[config.mk]
export PLATFORM = sky130hd
export DESIGN_NAME = irq_mbox_unit
export DESIGN_NICKNAME = d
export VERILOG_FILES = /design/src/rtl/irqmb_pkg.sv /design/src/rtl/rise_det.sv /design/src/rtl/mbox_slot.sv /design/src/rtl/irq_bank.sv /design/src/rtl/irq_mbox_unit.sv
export SDC_FILE = /design/constraint.sdc
export NUM_CORES = 1
export LEC_CHECK = 0
export BUFFER_PORTS_ARGS = -buffer_cell sky130_fd_sc_hd__buf_4
export CAP_MARGIN = 20
export CORE_UTILIZATION = 25
export DETAILED_ROUTE_END_ITERATION = 8
export MAX_ROUTING_LAYER = met4
export PLACE_DENSITY_LB_ADDON = 0.12
export SETUP_SLACK_MARGIN = 0.02
export SYNTH_ARGS = -nofsm -noshare
export SYNTH_HDL_FRONTEND = slang
export SYNTH_HIERARCHICAL = 1
export SYNTH_SLANG_ARGS = --single-unit
[constraint.sdc]
create_clock -name clk -period 2.7 [get_ports clk]
set_input_delay 0 -clock clk [delete_from_list [all_inputs] [get_ports clk]]
set_output_delay 0 -clock clk [all_outputs]
set_load 0.1 [all_outputs]
[src/rtl/irqmb_pkg.sv]
package irqmb_pkg;
  localparam int NSRC   = 7;
  localparam int ADDR_W = 3;

  // status / mask bit positions
  localparam int B_GRANT = 0;
  localparam int B_LOST  = 1;
  localparam int B_FULL  = 2;
  localparam int B_EMPTY = 3;
  localparam int B_TEST  = 4;
  localparam int B_HUNG  = 5;
  localparam int B_EXT   = 6;

  // register addresses
  localparam logic [ADDR_W-1:0] A_STATUS = 3'd0;
  localparam logic [ADDR_W-1:0] A_MASK   = 3'd1;
  localparam logic [ADDR_W-1:0] A_TEST   = 3'd2;
  localparam logic [ADDR_W-1:0] A_OUTBOX = 3'd3;
  localparam logic [ADDR_W-1:0] A_INBOX  = 3'd4;
  localparam logic [ADDR_W-1:0] A_FLAGS  = 3'd5;
endpackage

[src/rtl/rise_det.sv]
module rise_det #(
  parameter int W = 1
) (
  input  logic         clk,
  input  logic         rst_n,
  input  logic [W-1:0] lvl,
  output logic [W-1:0] rise
);
  logic [W-1:0] prev_q;

  always_ff @(posedge clk or negedge rst_n) begin
    if (!rst_n) prev_q <= '0;
    else        prev_q <= lvl;
  end

  assign rise = lvl & ~prev_q;
endmodule

[src/rtl/mbox_slot.sv]
module mbox_slot #(
  parameter int DATA_W = 16
) (
  input  logic              clk,
  input  logic              rst_n,
  input  logic              post,
  input  logic [DATA_W-1:0] post_data,
  input  logic              take,
  output logic [DATA_W-1:0] data,
  output logic              full,
  output logic              filled,
  output logic              drained
);
  logic [DATA_W-1:0] data_q;
  logic              full_q;

  assign filled  = post && !full_q;
  assign drained = take && full_q;

  always_ff @(posedge clk or negedge rst_n) begin
    if (!rst_n) begin
      data_q <= '0;
      full_q <= 1'b0;
    end else begin
      if (filled) data_q <= post_data;
      if (filled)       full_q <= 1'b1;
      else if (drained) full_q <= 1'b0;
    end
  end

  assign data = data_q;
  assign full = full_q;
endmodule

[src/rtl/irq_bank.sv]
module irq_bank #(
  parameter int NSRC = 7
) (
  input  logic            clk,
  input  logic            rst_n,
  input  logic [NSRC-1:0] event_p,
  input  logic            clr_en,
  input  logic [NSRC-1:0] clr_bits,
  input  logic            mask_en,
  input  logic [NSRC-1:0] mask_bits,
  output logic [NSRC-1:0] status,
  output logic [NSRC-1:0] mask,
  output logic            irq_n
);
  logic [NSRC-1:0] status_q, mask_q, clr_vec;

  assign clr_vec = clr_en ? clr_bits : '0;

  always_ff @(posedge clk or negedge rst_n) begin
    if (!rst_n) begin
      status_q <= '0;
      mask_q   <= '1;
    end else begin
      status_q <= (status_q & ~clr_vec) | event_p;
      if (mask_en) mask_q <= mask_bits;
    end
  end

  assign status = status_q;
  assign mask   = mask_q;
  assign irq_n  = ~|(status_q & ~mask_q);
endmodule

[src/rtl/irq_mbox_unit.sv]
module irq_mbox_unit
  import irqmb_pkg::*;
#(
  parameter int DATA_W = 16
) (
  input  logic                        clk,
  input  logic                        rst_n,
  input  logic [1:0]                  reg_wr,
  input  logic [1:0]                  reg_rd,
  input  logic [1:0][ADDR_W-1:0]      reg_addr,
  input  logic [1:0][DATA_W-1:0]      reg_wdata,
  output logic [1:0][DATA_W-1:0]      reg_rdata,
  input  logic [1:0]                  grant_i,
  input  logic [1:0]                  lost_i,
  input  logic                        bus_hung_i,
  input  logic                        ext_irq_i,
  output logic [1:0]                  irq_n
);
  localparam int NLVL = 6;

  logic [NLVL-1:0]             lvl_vec, lvl_rise;
  logic [1:0]                  mb_post, mb_take, mb_full, mb_fill, mb_drain;
  logic [1:0][DATA_W-1:0]      mb_data;
  logic [1:0][NSRC-1:0]        ev_vec, st_vec, mk_vec;

  // level sources: {ext, hung, lost[1:0], grant[1:0]}
  assign lvl_vec = {ext_irq_i, bus_hung_i, lost_i, grant_i};

  rise_det #(.W(NLVL)) u_rise (
    .clk  (clk),
    .rst_n(rst_n),
    .lvl  (lvl_vec),
    .rise (lvl_rise)
  );

  for (genvar s = 0; s < 2; s++) begin : g_side
    localparam int PEER = 1 - s;

    // slot s carries words from side s to side PEER
    assign mb_post[s] = reg_wr[s]   && (reg_addr[s]    == A_OUTBOX);
    assign mb_take[s] = reg_rd[PEER] && (reg_addr[PEER] == A_INBOX);

    mbox_slot #(.DATA_W(DATA_W)) u_slot (
      .clk      (clk),
      .rst_n    (rst_n),
      .post     (mb_post[s]),
      .post_data(reg_wdata[s]),
      .take     (mb_take[s]),
      .data     (mb_data[s]),
      .full     (mb_full[s]),
      .filled   (mb_fill[s]),
      .drained  (mb_drain[s])
    );

    always_comb begin
      ev_vec[s]          = '0;
      ev_vec[s][B_GRANT] = lvl_rise[s];
      ev_vec[s][B_LOST]  = lvl_rise[2+s];
      ev_vec[s][B_FULL]  = mb_fill[PEER];
      ev_vec[s][B_EMPTY] = mb_drain[s];
      ev_vec[s][B_TEST]  = reg_wr[s] && (reg_addr[s] == A_TEST) && reg_wdata[s][0];
      ev_vec[s][B_HUNG]  = lvl_rise[4];
      ev_vec[s][B_EXT]   = lvl_rise[5];
    end

    irq_bank #(.NSRC(NSRC)) u_bank (
      .clk      (clk),
      .rst_n    (rst_n),
      .event_p  (ev_vec[s]),
      .clr_en   (reg_wr[s] && (reg_addr[s] == A_STATUS)),
      .clr_bits (reg_wdata[s][NSRC-1:0]),
      .mask_en  (reg_wr[s] && (reg_addr[s] == A_MASK)),
      .mask_bits(reg_wdata[s][NSRC-1:0]),
      .status   (st_vec[s]),
      .mask     (mk_vec[s]),
      .irq_n    (irq_n[s])
    );

    always_comb begin
      reg_rdata[s] = '0;
      case (reg_addr[s])
        A_STATUS: reg_rdata[s][NSRC-1:0] = st_vec[s];
        A_MASK:   reg_rdata[s][NSRC-1:0] = mk_vec[s];
        A_INBOX:  reg_rdata[s]           = mb_data[PEER];
        A_FLAGS:  reg_rdata[s][1:0]      = {~mb_full[s], mb_full[PEER]};
        default:  reg_rdata[s]           = '0;
      endcase
    end
  end
endmodule

# == Yosys cells after proc, flatten, opt, wreduce, memory -nomap -nowiden ==
# Index checks and enable logic that the tools add are counted.
# word_totals
inputBits,50
word_cells,71
output_inout_bits,34
reg_bits,68
# op_classes
n_mux,12
n_eq_ne,10
n_reduce_logical,26
bitwise_logic,14
# ops
cell,count
5-bit one-hot mux with 3 select lines,2
7-bit bitwise AND,4
7-bit NOT,4
9-bit 2-to-1 mux,2
1-bit logical AND,16
2-bit one-hot mux with 4 select lines,2
7-bit 2-to-1 mux,2
7-bit OR,2
7-bit OR reduction,2
"3-bit by 2-bit == test with 1-bit output, second input constant",4
"3-bit == test, second input constant",4
6-bit bitwise AND,1
"3-bit by 1-bit == test with 1-bit output, second input constant",2
3-bit logical NOT,2
6-bit NOT,1
1-bit logical NOT,4
1-bit 2-to-1 mux,4
2-bit nonzero test,2
1-bit NOT,2

# == Logic depth before layout (Yosys ltp) ==
# depth
ltp_word,6
ltp_mapped,6
depth_no_buf,4

# == Hierarchy ==
# Netlist, hierarchy kept.
# modules_own_cells
module,area_each_um2,cells_each,seq_area_each_um2,instances
mbox_slot,681.9,39,425.4,2
irq_bank,614.3,47,359.1,2
irq_mbox_unit,675.6,90,0.0,1
rise_det,232.7,12,150.1,1

# == Least setup slack after synthesis ==
# No wires, ideal clock.
# synth_timing
path_type,reg2out
from,reg g_side[1].u_bank.mask_q[4]
to,out reg_rdata[20] (netlist name)
arrival_time_ps,2845
n_path_buf,0
path_slack_ps,-145
stages_incl_launch_ff,3
required_ps,2700
path_cell_list,dfstp_2 a211oi_1 a211oi_1
# synth_rtl
element,line_no,rtl
"start, declared",irq_bank.sv:15,"logic [NSRC-1:0] status_q, mask_q, clr_vec;"
"start signal, assigned",irq_bank.sv:25,if (mask_en) mask_q <= mask_bits;
"end, declared",irq_mbox_unit.sv:12,"output logic [1:0][DATA_W-1:0] reg_rdata,"

==> impl_metrics.py <==
metrics = {
    "sta": {
        "relSlewSlack_pct": 39.69,
        "timing.fmax_mhz": 562.8,
        "period_needed_ns": 1.777,
        "rsz0062_at_grt": "no",
        "report.final.slew_viol_count": 0,
        "setup_viol": 0,
        "finalClockSkew_ns": 0.003716,
        "timing.hold.ws_ns": 0.08528,
        "tns_ns": 0,
        "timing.final.crit_share_pct": 65.80,
        "hold_violations": 0,
        "tightest_slew_ns": 0.9047,
    },
    "worst_setup_path": {
        "worstPathMaxFanout": 5,
        "crit_path_start": "g_side[0].u_slot/full$_DFFE_PN0P_",
        "critPathRequiredTime_ns": 2.70,
        "critPathLaunchType": "flip-flop",
        "cp-end-kind": "output pin",
        "worstSetupEndpoint": "reg_rdata[1]",
        "regToRegStartpoint": "g_side[0].u_slot/full$_DFFE_PN0P_",
        "critPathKind": "flip-flop to output pin",
        "arrival_ns": 1.78,
        "regToRegSetupSlack_ns": 1.29,
        "r2r_end": "g_side[0].u_slot/data[13]$_DFFE_PN0P_",
        "reg2reg_depth": 3,
    },
    "finish": {
        "final_util_pct": 37.66,
        "nets": 447,
        "multi_input_area_um2": 1672,
        "fin_cells": 578,
        "area_growth_pct": 44.71,
        "n_fill_cell": 1361,
        "n_antenna_cell": 0,
        "drive_gt1_share_pct": 46.77,
        "finalInstanceArea_um2": 5066,
        "seq_area_um2": 1719,
    },
    "place": {
        "place_inst": 523,
        "gp_congestion": 0.7296,
        "place_area_um2": 4324,
        "portBuffers": 83,
        "dp_hpwl_um": 6479,
    },
    "yosys": {
        "syn-mean-instance-area_um2": 12.78,
        "synth_top_area_share_pct": 38.60,
        "synthArstFlopShare_pct": 100.0,
        "synth_most_common_cell": "dfrtp_1",
        "synth_warnings": 6,
        "yosys-top-cells-count": "dfrtp_1 (54), mux2_4 (30), and2_1 (22), a211oi_1 (20), nor2b_1 (20)",
        "synth-seq-cells": 68,
        "synth_area_leader_cell": "dfrtp_1",
        "synthTopCellsByArea": "dfrtp_1 (39%), mux2_4 (13%), dfstp_2 (11%)",
        "ys_seq_area_share_pct": 49.11,
        "syn_area_um2": 3501,
        "synth_edf_count": 0,
        "synth_cells": 274,
        "ys_types": 23,
        "yosys_most_used_dff": "dfrtp_1",
        "synth_nets": 324,
    },
    "flow_run": {
        "maxCapViolations": 0,
    },
    "pwr": {
        "p_leak_nw": 2.305,
        "ir_worst_vdd_mv": 0.3647,
        "power_density_nw_per_um2": 783.3,
    },
    "drt": {
        "dr.pass1.iters": 4,
        "remaining_drc_errors": 0,
        "vias_per_cell": 4.315,
        "vias": 2494,
        "drt_wl_total_um": 9272,
        "wl_per_cell_um": 16.04,
        "drt_iter0_markers": 76,
        "final_antenna_net_count": 0,
    },
    "die": {
        "die_area_um2": 14480,
        "rows": 42,
        "start_util_pct": 26.02,
        "die_w_um": 120.3,
        "ios": 84,
        "core-area_um2": 13450,
        "die_h_um": 120.3,
    },
    "clock_tree": {
        "post-cts-setup-buffer-count": 0,
        "clk_pin_slew_ns": 0.05,
        "cts_buffers": 9,
        "clock_sinks": 68,
        "cts_root_buf": "clkbuf_16",
        "insertion_delay_ns": 0.34,
        "clock_path_buffers": 2,
        "htree_levels": 3,
        "cts_tree": "yes",
    },
    "worst_hold_path": {
        "hp-class": "input pin to flip-flop",
    },
    "grt": {
        "grt_first_pass_wirelength_um": 14590,
        "antenna_found_initial": 0,
        "grtUsageTotal_pct": 14.22,
        "grt_overflow": 0,
        "grt_max_degree": 69,
        "grt_pass1_vias": 2580,
    },
    "outcome": {
        "status": "completed",
    },
}
-- logic make-up after synthesis --
| kind of cell | after synthesis | share of synthesized area, % |
|---|---|---|
| multiplexers | 50 | 20.59 |
| AO/OA/AOI/OAI | 42 | 8.792 |
| AND/OR/NAND/NOR | 84 | 16.80 |
| flip-flops | 68 | 49.11 |
| buffers and inverters | 30 | 4.718 |
-- per-layer routing --
metal | vias up | global-route usage [%] | wire length (um)
met5 | - | - | 0
li1 | 1195 | - | -
met2 | 48 | 20.94 | 4414
met1 | 1243 | 18.51 | 4397
met3 | 8 | 4.198 | 337
met4 | 0 | 5.093 | 123
-- layout make-up --
type                            count  share of cell area [%]
Tap cell                          176                   4.347
Clock inverter                      4                   1.877
Clock buffer                       12                   5.063
Inverter                           16                   1.185
Sequential cell                    68                   33.93
Multi-Input combinational cell    176                   33.00
Timing Repair Buffer              126                   20.60
-- worst min path at each step --
stage / slack, ns / from / endpoint / cells past startpoint
finish: 0.09 / reg_rd[1] / g_side[0].u_slot/full$_DFFE_PN0P_ / 4
global route: 0.08 / reg_rd[1] / g_side[0].u_slot/full$_DFFE_PN0P_ / 4
CTS: 0.08 / reg_rd[1] / g_side[0].u_slot/full$_DFFE_PN0P_ / 4
detailed placement: 0.12 / lost_i[0] / u_rise/prev_q[2]$_DFF_PN0_ / 1
global placement: 0.12 / lost_i[1] / u_rise/prev_q[3]$_DFF_PN0_ / 1
floorplan: -0.30 / rst_n / g_side[0].u_bank/status[0]$_DFF_PN0_ / 0
-- worst max-delay path, stage by stage (launching register included) --
cell and delay, ns:
dfrtp_1 0.51, inv_1 0.07, mux4_2 0.47, nor2b_1 0.15, buf_4 0.23
-- layout by cell type, fill, tap and decap left out --
cell type	n
buf_4	87
dfrtp_1	54
dlygate4sd3_1	39
mux2_4	30
and2_1	22
nor2b_1	18
inv_1	16
a21o_1	16
mux2_2	16
nand2_1	14
dfstp_2	14
nand2b_1	10
a211oi_1	10
a211oi_2	10
clkbuf_16	9
o22ai_1	6
nor2b_4	6
mux4_2	4
bufinv_16	3
nor3b_4	2
and3_1	2
and3b_1	2
and4b_1	2
nor3b_1	2
clkbuf_8	2
nor4_2	2
nor2b_2	2
clkinv_2	1
clkbuf_1	1
-- flip-flops by register name, summed over array words and instances (netlist names) --
signal,count
g_side.u_slot/data,32
g_side.u_bank/mask,14
g_side.u_bank/status,14
g_side.u_slot/full,2
u_rise/prev_q,6
-- per-stage QoR --
stage | total power [W] | worst slack (ns)
6_report | 0.003968 | 0.9233
2_1_floorplan | 0.002265 | 0.3668
5_1_grt | 0.004165 | 0.8612
3_5_place_dp | 0.002552 | 1.201
4_1_cts | 0.004026 | 0.8989
3_3_place_gp | 0.002537 | 1.238
-- where the power goes --
part / internal (W) / switching (W) / total [W]
Combinational: 0.000505 / 0.000561 / 0.00107
Clock: 0.000951 / 0.000446 / 0.00140
Sequential: 0.00132 / 0.000188 / 0.00150
-- repair_timing --
item                                   4_1_cts  5_1_grt
resized for setup                            0        0
endpoints found under the hold margin      120        0
hold buffers                                39        0
Note: power is estimated with default switching activity, not from simulation.
